$ cat config.mk
export PLATFORM = sky130hd
export DESIGN_NAME = svc_watchdog
export DESIGN_NICKNAME = d
export VERILOG_FILES = /design/src/rtl/svc_wdog_pkg.sv /design/src/rtl/svc_wdog_ctrl.sv /design/src/rtl/svc_wdog_key.sv /design/src/rtl/svc_wdog_countdown.sv /design/src/rtl/svc_watchdog.sv
export SDC_FILE = /design/constraint.sdc
export NUM_CORES = 1
export LEC_CHECK = 0
export BUFFER_PORTS_ARGS = -buffer_cell sky130_fd_sc_hd__buf_4
export CORE_ASPECT_RATIO = 0.8
export CORE_UTILIZATION = 38
export CTS_CLUSTER_DIAMETER = 120
export CTS_CLUSTER_SIZE = 8
export DETAILED_ROUTE_END_ITERATION = 10
export SLEW_MARGIN = 30
export SYNTH_ARGS = -nofsm -noshare
export SYNTH_HDL_FRONTEND = slang
export SYNTH_SLANG_ARGS = --single-unit
$ cat constraint.sdc
create_clock -name clk -period 2.5 [get_ports clk]
set_input_delay 0.125 -clock clk [delete_from_list [all_inputs] [get_ports clk]]
set_output_delay 0.125 -clock clk [all_outputs]
set_load 0.01 [all_outputs]
$ cat src/rtl/svc_wdog_pkg.sv
package svc_wdog_pkg;

    localparam int DATA_W   = 16;
    localparam int WT_W     = 8;
    localparam int WT_LSB   = 8;
    localparam int EN_BIT   = 2;
    localparam int NUM_MODE = 4;
    localparam int MODE_POS [NUM_MODE] = '{0, 1, 3, 7};

    localparam int OFS_CTRL = 0;
    localparam int OFS_SVC  = 2;
    localparam int OFS_STAT = 4;

    localparam int STAT_POR_BIT = 0;
    localparam int STAT_WDT_BIT = 1;

    localparam logic [DATA_W-1:0] KEY_ARM  = 16'h5555;
    localparam logic [DATA_W-1:0] KEY_FIRE = 16'hAAAA;

    typedef enum logic {
        KEY_IDLE,
        KEY_ARMED
    } key_state_t;

    typedef enum logic [1:0] {
        CD_OFF,
        CD_RUN,
        CD_FIRE
    } cd_state_t;

endpackage

$ cat src/rtl/svc_wdog_ctrl.sv
module svc_wdog_ctrl
    import svc_wdog_pkg::*;
#(
    parameter int ADDR_W = 3
) (
    input  logic              clk,
    input  logic              rst_n,
    input  logic [ADDR_W-1:0] bus_addr,
    input  logic              bus_we,
    input  logic [DATA_W-1:0] bus_wdata,
    input  logic              soft_clr,
    input  logic              set_cause,
    output logic              ctrl_en,
    output logic [WT_W-1:0]   ctrl_wt,
    output logic              en_set,
    output logic [WT_W-1:0]   wt_new,
    output logic              svc_wr,
    output logic [DATA_W-1:0] bus_rdata
);

    logic                ctrl_wr;
    logic [NUM_MODE-1:0] mode_q;
    logic                por_flag;
    logic                wdt_flag;
    logic [DATA_W-1:0]   ctrl_rd;
    logic [DATA_W-1:0]   stat_rd;

    assign ctrl_wr = bus_we && (bus_addr == ADDR_W'(OFS_CTRL));
    assign svc_wr  = bus_we && (bus_addr == ADDR_W'(OFS_SVC));
    assign wt_new  = bus_wdata[WT_LSB +: WT_W];
    assign en_set  = ctrl_wr && bus_wdata[EN_BIT] && !ctrl_en && !soft_clr;

    always_ff @(posedge clk or negedge rst_n) begin
        if (!rst_n) begin
            ctrl_en <= 1'b0;
            ctrl_wt <= '0;
        end else if (soft_clr) begin
            ctrl_en <= 1'b0;
            ctrl_wt <= '0;
        end else if (ctrl_wr) begin
            ctrl_wt <= wt_new;
            if (bus_wdata[EN_BIT]) begin
                ctrl_en <= 1'b1;
            end
        end
    end

    generate
        for (genvar gi = 0; gi < NUM_MODE; gi++) begin : g_mode
            always_ff @(posedge clk or negedge rst_n) begin
                if (!rst_n) begin
                    mode_q[gi] <= 1'b0;
                end else if (soft_clr) begin
                    mode_q[gi] <= 1'b0;
                end else if (ctrl_wr) begin
                    mode_q[gi] <= bus_wdata[MODE_POS[gi]];
                end
            end
        end
    endgenerate

    always_ff @(posedge clk or negedge rst_n) begin
        if (!rst_n) begin
            por_flag <= 1'b1;
            wdt_flag <= 1'b0;
        end else if (set_cause) begin
            por_flag <= 1'b0;
            wdt_flag <= 1'b1;
        end
    end

    always_comb begin
        ctrl_rd = '0;
        ctrl_rd[WT_LSB +: WT_W] = ctrl_wt;
        ctrl_rd[EN_BIT] = ctrl_en;
        for (int i = 0; i < NUM_MODE; i++) begin
            ctrl_rd[MODE_POS[i]] = mode_q[i];
        end
    end

    always_comb begin
        stat_rd = '0;
        stat_rd[STAT_POR_BIT] = por_flag;
        stat_rd[STAT_WDT_BIT] = wdt_flag;
    end

    always_comb begin
        unique case (bus_addr)
            ADDR_W'(OFS_CTRL): bus_rdata = ctrl_rd;
            ADDR_W'(OFS_STAT): bus_rdata = stat_rd;
            default:           bus_rdata = '0;
        endcase
    end

    // enable cannot be cleared by software
    a_r3_enable_sticky: assert property (@(posedge clk) disable iff (!rst_n)
        ctrl_en && !soft_clr |=> ctrl_en);

    // the timeout cause persists until power-on reset
    a_r9_cause_kept: assert property (@(posedge clk) disable iff (!rst_n)
        wdt_flag |=> wdt_flag && !por_flag);

endmodule

$ cat src/rtl/svc_wdog_key.sv
module svc_wdog_key
    import svc_wdog_pkg::*;
(
    input  logic              clk,
    input  logic              rst_n,
    input  logic              svc_wr,
    input  logic [DATA_W-1:0] svc_data,
    input  logic              flush,
    output logic              reload
);

    key_state_t state_q;
    key_state_t state_d;

    always_ff @(posedge clk or negedge rst_n) begin
        if (!rst_n) begin
            state_q <= KEY_IDLE;
        end else begin
            state_q <= state_d;
        end
    end

    always_comb begin
        state_d = state_q;
        if (flush) begin
            state_d = KEY_IDLE;
        end else if (svc_wr) begin
            unique case (state_q)
                KEY_IDLE:  state_d = (svc_data == KEY_ARM) ? KEY_ARMED : KEY_IDLE;
                KEY_ARMED: state_d = (svc_data == KEY_ARM) ? KEY_ARMED : KEY_IDLE;
                default:   state_d = KEY_IDLE;
            endcase
        end
    end

    always_comb begin
        reload = 1'b0;
        unique case (state_q)
            KEY_IDLE:  reload = 1'b0;
            KEY_ARMED: reload = svc_wr && !flush && (svc_data == KEY_FIRE);
            default:   reload = 1'b0;
        endcase
    end

    // a non-arm write always leaves the detector idle
    a_r7_break_to_idle: assert property (@(posedge clk) disable iff (!rst_n)
        svc_wr && (svc_data != KEY_ARM) |=> state_q == KEY_IDLE);

endmodule

$ cat src/rtl/svc_wdog_countdown.sv
module svc_wdog_countdown
    import svc_wdog_pkg::*;
#(
    parameter int PULSE_CYCLES = 4
) (
    input  logic            clk,
    input  logic            rst_n,
    input  logic            en_set,
    input  logic [WT_W-1:0] wt_load,
    input  logic [WT_W-1:0] wt_cur,
    input  logic            reload,
    input  logic            tick,
    output logic            rst_req,
    output logic            soft_clr,
    output logic            set_cause
);

    localparam int PW = $clog2(PULSE_CYCLES + 1);
    localparam logic [PW-1:0] PULSE_LAST = PW'(PULSE_CYCLES - 1);

    cd_state_t       state_q;
    cd_state_t       state_d;
    logic [WT_W-1:0] cnt_q;
    logic [PW-1:0]   pulse_q;
    logic            expire;

    assign expire = (state_q == CD_RUN) && !reload && tick && (cnt_q == '0);

    always_ff @(posedge clk or negedge rst_n) begin
        if (!rst_n) begin
            state_q <= CD_OFF;
        end else begin
            state_q <= state_d;
        end
    end

    always_comb begin
        state_d = state_q;
        unique case (state_q)
            CD_OFF:  if (en_set)         state_d = CD_RUN;
            CD_RUN:  if (expire)         state_d = CD_FIRE;
            CD_FIRE: if (pulse_q == '0)  state_d = CD_OFF;
            default: state_d = CD_OFF;
        endcase
    end

    always_comb begin
        rst_req   = 1'b0;
        soft_clr  = 1'b0;
        set_cause = 1'b0;
        unique case (state_q)
            CD_OFF:  ;
            CD_RUN:  set_cause = expire;
            CD_FIRE: begin
                rst_req  = 1'b1;
                soft_clr = (pulse_q == '0);
            end
            default: ;
        endcase
    end

    always_ff @(posedge clk or negedge rst_n) begin
        if (!rst_n) begin
            cnt_q   <= '0;
            pulse_q <= '0;
        end else begin
            unique case (state_q)
                CD_OFF: begin
                    if (en_set) cnt_q <= wt_load;
                end
                CD_RUN: begin
                    if (reload) begin
                        cnt_q <= wt_cur;
                    end else if (tick && (cnt_q != '0)) begin
                        cnt_q <= cnt_q - 1'b1;
                    end
                    if (expire) pulse_q <= PULSE_LAST;
                end
                CD_FIRE: begin
                    if (pulse_q != '0) pulse_q <= pulse_q - 1'b1;
                    cnt_q <= '0;
                end
                default: ;
            endcase
        end
    end

    // a reset request only begins on a tick
    a_r5_fire_on_tick: assert property (@(posedge clk) disable iff (!rst_n)
        $rose(rst_req) |-> $past(tick));

    // a key reload takes the current timeout field
    a_r6_reload_value: assert property (@(posedge clk) disable iff (!rst_n)
        reload && (state_q == CD_RUN) |=> cnt_q == $past(wt_cur));

    // the pulse does not end early
    a_r8_pulse_hold: assert property (@(posedge clk) disable iff (!rst_n)
        rst_req && (pulse_q != '0) |=> rst_req);

endmodule

$ cat src/rtl/svc_watchdog.sv
module svc_watchdog
    import svc_wdog_pkg::*;
#(
    parameter int ADDR_W       = 3,
    parameter int PULSE_CYCLES = 4
) (
    input  logic              clk,
    input  logic              rst_n,
    input  logic [ADDR_W-1:0] bus_addr,
    input  logic              bus_we,
    input  logic [15:0]       bus_wdata,
    output logic [15:0]       bus_rdata,
    input  logic              tick_half,
    output logic              wdog_rst_req
);

    logic            ctrl_en;
    logic [WT_W-1:0] ctrl_wt;
    logic            en_set;
    logic [WT_W-1:0] wt_new;
    logic            svc_wr;
    logic            soft_clr;
    logic            set_cause;
    logic            reload;

    svc_wdog_ctrl #(.ADDR_W(ADDR_W)) u_ctrl (
        .clk       (clk),
        .rst_n     (rst_n),
        .bus_addr  (bus_addr),
        .bus_we    (bus_we),
        .bus_wdata (bus_wdata),
        .soft_clr  (soft_clr),
        .set_cause (set_cause),
        .ctrl_en   (ctrl_en),
        .ctrl_wt   (ctrl_wt),
        .en_set    (en_set),
        .wt_new    (wt_new),
        .svc_wr    (svc_wr),
        .bus_rdata (bus_rdata)
    );

    svc_wdog_key u_key (
        .clk      (clk),
        .rst_n    (rst_n),
        .svc_wr   (svc_wr),
        .svc_data (bus_wdata),
        .flush    (soft_clr),
        .reload   (reload)
    );

    svc_wdog_countdown #(.PULSE_CYCLES(PULSE_CYCLES)) u_cd (
        .clk       (clk),
        .rst_n     (rst_n),
        .en_set    (en_set),
        .wt_load   (wt_new),
        .wt_cur    (ctrl_wt),
        .reload    (reload),
        .tick      (tick_half),
        .rst_req   (wdog_rst_req),
        .soft_clr  (soft_clr),
        .set_cause (set_cause)
    );

    // no reset request while the enable is clear
    a_r4_quiet_when_off: assert property (@(posedge clk) disable iff (!rst_n)
        !ctrl_en |-> !wdog_rst_req);

    // the end of the pulse leaves the watchdog disabled
    a_r10_off_after_pulse: assert property (@(posedge clk) disable iff (!rst_n)
        $fell(wdog_rst_req) |-> !ctrl_en);

endmodule

# Word-level counts from Yosys, hierarchy flattened
# Cells that the tools add are included.
# W data, S select, Z words.
[word_totals] ff_bits=29 latch_bits=0 ram_bits=0 romBits=0 inputBits=23 output_inout_bits=17 word_cells=87 mem_count=0
[op_classes] n_addsub=2 multipliers=0 n_div=0 order_cmp=0 n_eq_ne=11 shift=0 mux=32 bitwise=1 reduce_logical=29
[op_table] cell="$mux W8" n=5
[op_table] cell="$pmux W16 S2" n=1
[op_table] cell="$pmux W8 S3" n=1
[op_table] cell="$mux W1" n=17
[op_table] cell="$eq A16 B15 Y1 const B" n=1
[op_table] cell="$eq A16 B16 Y1 const B" n=1
[op_table] cell="$logic_and A1 B1 Y1" n=11
[op_table] cell="$reduce_and A3 Y1" n=3
[op_table] cell="$logic_not A8 Y1" n=1
[op_table] cell="$reduce_bool A2 Y1" n=4
[op_table] cell="$reduce_bool A8 Y1" n=1
[op_table] cell="$sub A8 B1 Y8 const B" n=1
[op_table] cell="$logic_not A3 Y1" n=2
[op_table] cell="$mux W2" n=3
[op_table] cell="$mux W3" n=2
[op_table] cell="$ne A2 B1 Y1 const B" n=3
[op_table] cell="$pmux W2 S3" n=1
[op_table] cell="$pmux W3 S2" n=1
[op_table] cell="$reduce_bool A3 Y1" n=2
[op_table] cell="$eq A3 B2 Y1 const B" n=1
[op_table] cell="$eq A3 B3 Y1 const B" n=1
[op_table] cell="$logic_not A1 Y1" n=3
[op_table] cell="$ne A3 B2 Y1 const B" n=1
[op_table] cell="$sub A3 B1 Y3 const B" n=1
[op_table] cell="other kinds (7)" n=7

# Longest topological paths before layout
# Gate-level depths: netlist of run 1.
[depth] depth_word=12 mapped_depth=11 ltp_nobuf=9

# Cells and area by module
# From an unflattened synthesis of run 1, not the netlist that was laid out.
[unflattened] hier_cells=237 area_unflattened_um2=2209.6
[by_module_without_submodules] mod="svc_wdog_countdown" n_inst=1 cells_per_inst=119 area_per_inst_um2=1062.3 seq_area_each_um2=325.3
[by_module_without_submodules] mod="svc_wdog_ctrl" n_inst=1 cells_per_inst=100 area_per_inst_um2=994.7 seq_area_each_um2=376.6
[by_module_without_submodules] mod="svc_wdog_key" n_inst=1 cells_per_inst=18 area_per_inst_um2=152.6 seq_area_each_um2=25.0

# Worst setup path after synthesis of run 1
# Ideal clock, no wire load.
[synth_timing] path_kind="reg-to-reg" startpoint="reg u_cd.pulse_q[0]" endpoint="reg u_cd.cnt_q[2]" setup_ps=128 arrival_ps=2177 required_time_ps=2372 setup_slack_ps=195 path_stages_with_launch=11 n_path_buf=2 period_less_slack_ps=2305 cell_sequence="dfrtp_1 -> inv_1 -> ha_1 -> ha_1 -> and2_1 -> clkbuf_1 -> nor3_1 -> and4_1 -> buf_6 -> o31ai_4 -> mux2_1"
[synth_via] elab_chain_cells=8 elab_cells_between_ends=12 classes_between="2 x eq/ne; 4 x mux; 6 x reduce/logical"
[synth_lines] item="start: declaration" line_no="svc_wdog_countdown.sv:24" rtl="logic [PW-1:0] pulse_q;"
[synth_lines] item="start signal: assignment" line_no="svc_wdog_countdown.sv:80" rtl="if (pulse_q != '0) pulse_q <= pulse_q - 1'b1;"
[synth_lines] item="$logic_not A3 Y1 *" line_no="svc_wdog_countdown.sv:56" rtl="soft_clr = (pulse_q == '0);"
[synth_lines] item="$mux W1 *" line_no="svc_wdog_countdown.sv:51" rtl="unique case (state_q)"
[synth_lines] item="$logic_not A1 Y1 *" line_no="svc_wdog_ctrl.sv:31, svc_wdog_key.sv:40"
[synth_lines] item="$logic_and A1 B1 Y1 (2 in series)" line_no="svc_wdog_key.sv:40" rtl="KEY_ARMED: reload = svc_wr && !flush && (svc_data == KEY_FIRE);"
[synth_lines] item="$pmux W1 S2" line_no="svc_wdog_key.sv:38" rtl="unique case (state_q)"
[synth_lines] item="$ne A3 B2 Y1 (no line) / $mux W8 (equally long branches)"
[synth_lines] item="$reduce_and A3 Y1 (no line) / $pmux W8 S3 (equally long branches)"
[synth_lines] item="end signal: assignment" line_no="svc_wdog_countdown.sv:69" rtl="if (en_set) cnt_q <= wt_load;"
[synth_lines] item="end signal: assignment" line_no="svc_wdog_countdown.sv:73" rtl="cnt_q <= wt_cur;"
[synth_lines] item="end signal: assignment" line_no="svc_wdog_countdown.sv:75" rtl="cnt_q <= cnt_q - 1'b1;"
[synth_lines] item="end: declaration" line_no="svc_wdog_countdown.sv:23" rtl="logic [WT_W-1:0] cnt_q;"
# Mark *: on every way between the ends. The rest lies on a longest branch, timed or not.
# A chain may end at the register's enable or synchronous reset.

# Worst setup path after layout of run 1
[layout_timing] startpoint="reg u_cd.pulse_q[0]" endpoint="reg u_cd.state_q[0]"
[layout_via] elab_chain_cells=12 elab_cells_between_ends=15 classes_between="3 x eq/ne; 2 x mux; 10 x reduce/logical"
[layout_lines] item="$logic_not A3 Y1 *" line_no="svc_wdog_countdown.sv:42, svc_wdog_countdown.sv:56"
[layout_lines] item="$mux W1" line_no="svc_wdog_countdown.sv:51"
[layout_lines] item="$logic_not A1 Y1" line_no="svc_wdog_ctrl.sv:31, svc_wdog_key.sv:40"
[layout_lines] item="$logic_and A1 B1 Y1 (2 in series)" line_no="svc_wdog_key.sv:40"
[layout_lines] item="$pmux W1 S2" line_no="svc_wdog_key.sv:38"
[layout_lines] item="$logic_not A1 Y1" line_no="svc_wdog_countdown.sv:27" rtl="assign expire = (state_q == CD_RUN) && !reload && tick && (cnt_q == '0);"
[layout_lines] item="$logic_and A1 B1 Y1 (3 in series)" line_no="svc_wdog_countdown.sv:27"
[layout_lines] item="$ne A2 B1 Y1 (no line)"
[layout_lines] item="$reduce_and A3 Y1 (no line) *"
[layout_lines] item="end signal: assignment" line_no="svc_wdog_countdown.sv:33" rtl="state_q <= state_d;"
[layout_lines] item="end: declaration" line_no="svc_wdog_countdown.sv:21" rtl="cd_state_t state_q;"
# Marks and branches as above.

==> flow_summary.yaml, run 1 <==
run_status:
  status: "finished, final reports clean"
pwr:
  vdd_ir_drop_max_mv: 0.475
  power_leakage_nw: 1.11
  p_per_area_nw_per_um2: 888
routing:
  drcViolationCount: 0
  vias: 1529
  drt_wl_total_um: 4600
  post_drt_wl_per_cell_um: 16.0
  drt_iter0_drc: 95
  dr.pass1.iters: 4
  ant_nets: 0
  via_per_inst: 5.31
clocking:
  root_buffer: "clkbuf_8"
  cts_sinks: 29
  htreeDepth: 2
  post_cts_buffers: 0
  cts_buffers: 5
  cts_buffer_depth: 2
  cts.clk_slew.worst_paths_ps: 80
  cts_tree: "yes"
  clock_latency_ps: 290
critical_path:
  rr_startpoint: "u_cd.pulse_q[0]"
  critPathKind: "reg2reg"
  timing.rr.end: "u_cd.state_q[0]"
  cp_max_fo: 5
  worst_setup_path_end_kind: "flop"
  cp-start-kind: "flop"
  arrival_ps: 2500
  rr_worst_depth: 9
  crit_required_ps: 2670
  rrSetupSlack_ps: 170
synthesis:
  yosysWarnings: 0
  synthArstFlopShare_pct: 100
  mappedNetlistArea_um2: 1860
  synth_edf_count: 0
  ys_seq_area_share_pct: 39.2
  synthCells: 184
  ys_seq_elements: 29
  syn_area_per_cell_um2: 10.1
  synth.distinct_cells: 47
  yosys_most_used_dff: "dfrtp_1"
finish:
  fillers: 449
  drive_gt1_share_pct: 25.9
  n_antenna_cell: 0
  multi_input_area_um2: 1020
  regArea_um2: 727
  nNetsFinal: 258
  area_growth_pct: 25.0
  design_area_um2: 2320
  final_cell_mix: "41 x buf_4, 28 x dfrtp_1, 20 x inv_1"
  final_common_cell: "buf_4"
sta:
  fin_crit_ps: 2330
  report.final.hold_viol_count: 0
  max_freq_mhz: 429
  rsz0062_at_grt: "false"
  setup-violations-final: 0
  tns_ps: 0
  post-route-period-util_pct: 93.3
  timing.slew.headroom_pct: 53.8
  maxSlewViolCount: 0
  fin_worst_skew_ps: 11.5
  max_slew.worst_pin.slew_ps: 684
min_path:
  min_path_type: "in2reg"
  hold-path-endpoint: "u_ctrl.ctrl_wt[4]"
  worstHoldStart: "bus_wdata[12]"
  whs_path_depth: 2
floorplanning:
  die_area_um2: 5170
  fp.coreArea_um2: 4650
  die_h_um: 64.5
  rows: 22
  io_pins: 40
  initial_core_util_pct: 39.9
  die_x_um: 80.1
grt:
  overflow: 0
  antenna_found_initial: 0
  grt_start_max_net_pins: 30
  grt_pass1_vias: 1494
  grt_usage_pct: 20.0
  grt_pass1_wl_um: 7580
placed_design:
  place_congestion: 0.841
  portBuffers: 36
  post_dp_cell_area_um2: 2210
  hpwl_um: 3420
run:
  drv_cap: 0
[power breakdown]
group          internal (mW)  switching [mW]  leakage, nW
combinational          0.458           0.485        0.713
sequential             0.598           0.124        0.355
clock                  0.192           0.202       0.0439
total                   1.25           0.812         1.11
[synthesized netlist by cell type, drive strengths merged (2+ instances only)]
cell | n | share of area, %
o22ai | 7 | 2.4
mux2i | 10 | 5.4
a22o | 13 | 6.1
o21a | 2 | 0.81
buf | 4 | 1.8
ha | 8 | 5.4
nor4b | 2 | 0.94
nor2 | 8 | 1.8
and4 | 3 | 1.4
nor4bb | 2 | 1.1
o31ai | 2 | 1.6
o21bai | 2 | 0.81
nor4 | 3 | 1.0
inv | 20 | 4.0
dfrtp | 28 | 38
nand2 | 8 | 1.6
nor2b | 2 | 0.67
xnor2 | 3 | 1.4
clkbuf | 5 | 1.0
nor3 | 5 | 1.3
a21oi | 2 | 0.74
a211oi | 2 | 0.81
and2 | 13 | 4.4
mux2 | 8 | 4.9
xor2 | 2 | 0.94
nand4bb | 2 | 1.2
and3 | 2 | 0.67
[cells by family (layout without fill, tap and decap cells)]
group / after synthesis / in the layout / share of synthesized area, %
muxes: 18 / 18 / 10.2
adders and majority gates: 8 / 8 / 5.39
AOI/OAI and AO/OA: 38 / 38 / 16.9
xor gates and xnor gates: 5 / 5 / 2.36
other: 1 / 3 / 0.202
DFF: 29 / 29 / 39.2
buffers and inverters: 29 / 71 / 6.88
and+or+nand+nor: 56 / 56 / 18.8
[sequential cells by signal, indices dropped and copies added, names as in the netlist]
signal           count
u_cd.cnt_q           8
u_ctrl.ctrl_wt       8
u_ctrl.ctrl_rd       4
u_cd.pulse_q         3
u_cd.state_q         2
u_ctrl.ctrl_en       1
u_ctrl.por_flag      1
u_ctrl.wdt_flag      1
u_key.state_q        1
[through the flow]
step                worst slack, ps  hold slack [ps]  total power [mW]  instances  utilization, %
floorplan                       195             -171              1.39        186               -
global placement                115             80.2              1.65        279            47.6
detailed placement             89.9             86.6              1.66        279            47.6
CTS                            72.7             64.6              2.06        288            49.7
global route                   42.7             65.9              2.23        288            49.9
finish                          168             70.6              2.06        288            49.9
[what timing repair did]
action                                  CTS  global route
hold buffers                              1             0
endpoints found under the setup margin    0             8
hold endpoints to repair                 28             0
gates resized for setup                   0             4
[how the worst max path moves through the flow]
stage,cells after the start,to,startpoint,slack [ps]
CTS,9,u_cd.cnt_q[7],u_cd.pulse_q[0],70
floorplan,10,u_cd.cnt_q[2],u_cd.pulse_q[0],200
global placement,9,u_cd.cnt_q[2],u_cd.pulse_q[0],120
global route,9,u_cd.state_q[0],u_cd.pulse_q[0],40
detailed placement,9,u_cd.cnt_q[5],u_cd.pulse_q[0],90
finish,9,u_cd.state_q[0],u_cd.pulse_q[0],170
[layer usage]
layer,vias to the layer above,share of wire (%),GRT usage (%)
met5,-,0,0
met1,731,52,28.4
met3,8,4.7,4.93
met4,0,1.5,8.26
li1,747,-,-
met2,43,42,29.0
[cell type report]
class,count,share of cell area [%]
clock inverter,3,0.755
tap,60,3.24
clock buffer,5,2.97
sequential,29,31.3
timing repair buffer,43,14.6
multi-input combinational,128,43.9
inverter,20,3.24
[critical path: stages, from the launching register on]
cell and delay (ps):
dfrtp_1 350, inv_1 60, ha_1 190, ha_1 200
and2_4 170, buf_4 140, o41a_1 400, or2_4 260
a21oi_2 120, mux2_1 330
Note: power is estimated with default switching activity, not from simulation.
==> run 2, diff against run 1 <==
--- a/config.mk
+++ b/config.mk
@@ -7,10 +7,11 @@
 export LEC_CHECK = 0
 export BUFFER_PORTS_ARGS = -buffer_cell sky130_fd_sc_hd__buf_4
 export CORE_ASPECT_RATIO = 0.8
-export CORE_UTILIZATION = 38
+export CORE_UTILIZATION = 51
 export CTS_CLUSTER_DIAMETER = 120
 export CTS_CLUSTER_SIZE = 8
 export DETAILED_ROUTE_END_ITERATION = 10
+export PLACE_DENSITY = 0.75
 export SLEW_MARGIN = 30
 export SYNTH_ARGS = -nofsm -noshare
 export SYNTH_HDL_FRONTEND = slang
==> run 2 against run 1 <==
Global-route usage increased by 5.2 points; die area decreased by 25%; sequential power increased by 1%; fmax decreased by 0.75%; critical path type unchanged; clock power decreased by 4%; setup slack got worse by 18 ps; hold slack improved by 7.4 ps; critical endpoint is now u_cd.cnt_q[6]; largest power group unchanged; flip-flop and latch count unchanged; clock-buffer cell count increased by 3; non-clock buffer count increased by 1; clock skew decreased by 6.4 ps; design area decreased by 0.97%.
==> flow_summary.yaml, run 2 (synthesis results as in run 1) <==
critical_path:
  cpMaxStageDelayCell: "dfrtp_1"
  cp-start-kind: "flop"
  worst_setup_path_end_kind: "flop"
  arrival_ps: 2520
  critPathKind: "reg2reg"
  slowest_delay_ps: 400
  crit_required_ps: 2670
  cp_max_fo: 9
  path_cells: "inv_1 -> ha_1 -> ha_1 -> and2_1 -> nor3_2 -> and4_1 -> buf_6 -> o31ai_4 -> buf_12 -> mux2_1"
  cpMostUsedCell: "ha_1"
run:
  drv_cap: 0
finish:
  area_growth_pct: 23.8
  final_cell_mix: "41 x buf_4, 28 x dfrtp_1, 20 x inv_1"
  n_antenna_cell: 0
  fillers: 266
  regArea_um2: 727
  nNetsFinal: 259
  drive_gt1_share_pct: 24.0
  final_common_cell: "buf_4"
  design_area_um2: 2300
  multi_input_area_um2: 1010
  stdcell_count: 271
placed_design:
  portBuffers: 36
  hpwl_um: 3410
  place_congestion: 0.896
  post_dp_cell_area_um2: 2180
  pre_cts_ws_ps: 62.9
  placed_cells: 261
pwr:
  power.total_mw: 2.08
  vdd_ir_drop_max_mv: 0.605
  power_leakage_nw: 1.11
  p_per_area_nw_per_um2: 907
routing:
  drcViolationCount: 0
  post_drt_wl_per_cell_um: 16.9
  via_per_inst: 5.90
  ant_nets: 0
  dr.pass1.iters: 4
  drt_iter0_drc: 121
  drt_wl_total_um: 4570
  vias: 1599
sta:
  max_slew.worst_pin.slew_ps: 575
  post-route-period-util_pct: 94.0
  maxSlewViolCount: 0
  fin_crit_ps: 2350
  tns_ps: 0
  setup-violations-final: 0
  report.final.hold_viol_count: 0
  rsz0062_at_grt: "false"
  fin_worst_skew_ps: 5.07
  worst_slack_ps: 150
  max_freq_mhz: 426
  timing.slew.headroom_pct: 61.2
grt:
  antenna_found_initial: 0
  overflow: 0
  grt_usage_pct: 25.3
  grt_start_max_net_pins: 30
  grt_pass1_vias: 1539
  grt_pass1_wl_um: 7490
run_status:
  status: "finished, final reports clean"
clocking:
  cts_buffer_depth: 2
  root_buffer: "clkbuf_8"
  htreeDepth: 2
  clock_latency_ps: 290
  cts.clk_slew.worst_paths_ps: 60
  cts_tree: "yes"
  cts_buffers: 5
  cts_sinks: 29
floorplanning:
  die_x_um: 69.4
  io_pins: 40
  initial_core_util_pct: 53.8
  die_h_um: 56.0
  rows: 19
  die_area_um2: 3880
  fp.coreArea_um2: 3450
min_path:
  min_path_type: "in2reg"
-- run 2: cell type report --
class	instances	share of cell area, %
Clock buffer	8	3.49
Tap cell	42	2.29
Sequential cell	29	31.6
Inverter	20	3.27
Timing Repair Buffer	44	15.2
Multi-Input combinational cell	128	44.1
-- run 2: repair_timing --
action | 4_1_cts | 5_1_grt
endpoints found under the hold margin | 28 | 0
endpoints found under the setup margin | 0 | 8
setup buffers | 0 | 1
resized for setup | 0 | 2
hold buffers | 1 | 0
-- run 2: per-stage QoR --
stage | utilization (%) | hold WS, ps
2_1_floorplan | - | -171
3_3_place_gp | 63.2 | 65.9
3_5_place_dp | 63.2 | 79.0
4_1_cts | 65.8 | 75.6
5_1_grt | 66.6 | 80.3
6_report | 66.6 | 78.0
-- run 2: metal layers --
metal  GRT usage (%)  vias up  part of all wire (%)
li1                -      747                     -
met3            8.33        9                   7.4
met2            36.3       63                    44
met1            36.2      780                    48
met5               0        -                     0
met4            7.58        0                   1.1
-- run 2: worst paths after layout --
kind | endpoint | slack [ps] | depth (start not counted) | from
worst max-delay path | u_cd.cnt_q[6] | 150 | 10 | u_cd.pulse_q[0]
worst min-delay path | u_ctrl.ctrl_rd[3] | 80 | 2 | bus_wdata[3]
worst max register to register | u_cd.cnt_q[6] | 150 | 10 | u_cd.pulse_q[0]
worst min register to register | u_ctrl.por_flag | 490 | 1 | u_ctrl.por_flag
max in group asynchronous | u_ctrl.por_flag | 1880 | 2 | rst_n
min in group asynchronous | u_ctrl.ctrl_wt[2] | 300 | 2 | rst_n
-- run 2: report_power, final --
part           switching [mW]  internal [mW]  leakage [nW]
clock network           0.180          0.197        0.0395
registers               0.134          0.599         0.355
logic                   0.486          0.488         0.718
total                   0.800           1.28          1.11
-- run 2: worst max-delay path: cells and delay by family, from the launching register on --
kind	cells	cell delay (ps)
multiplexers	1	320
AND/OR/NAND/NOR	3	460
AO/OA/AOI/OAI	1	280
adder cells (fa/ha/maj)	2	350
flip-flops	1	400
buffers and inverters	3	410
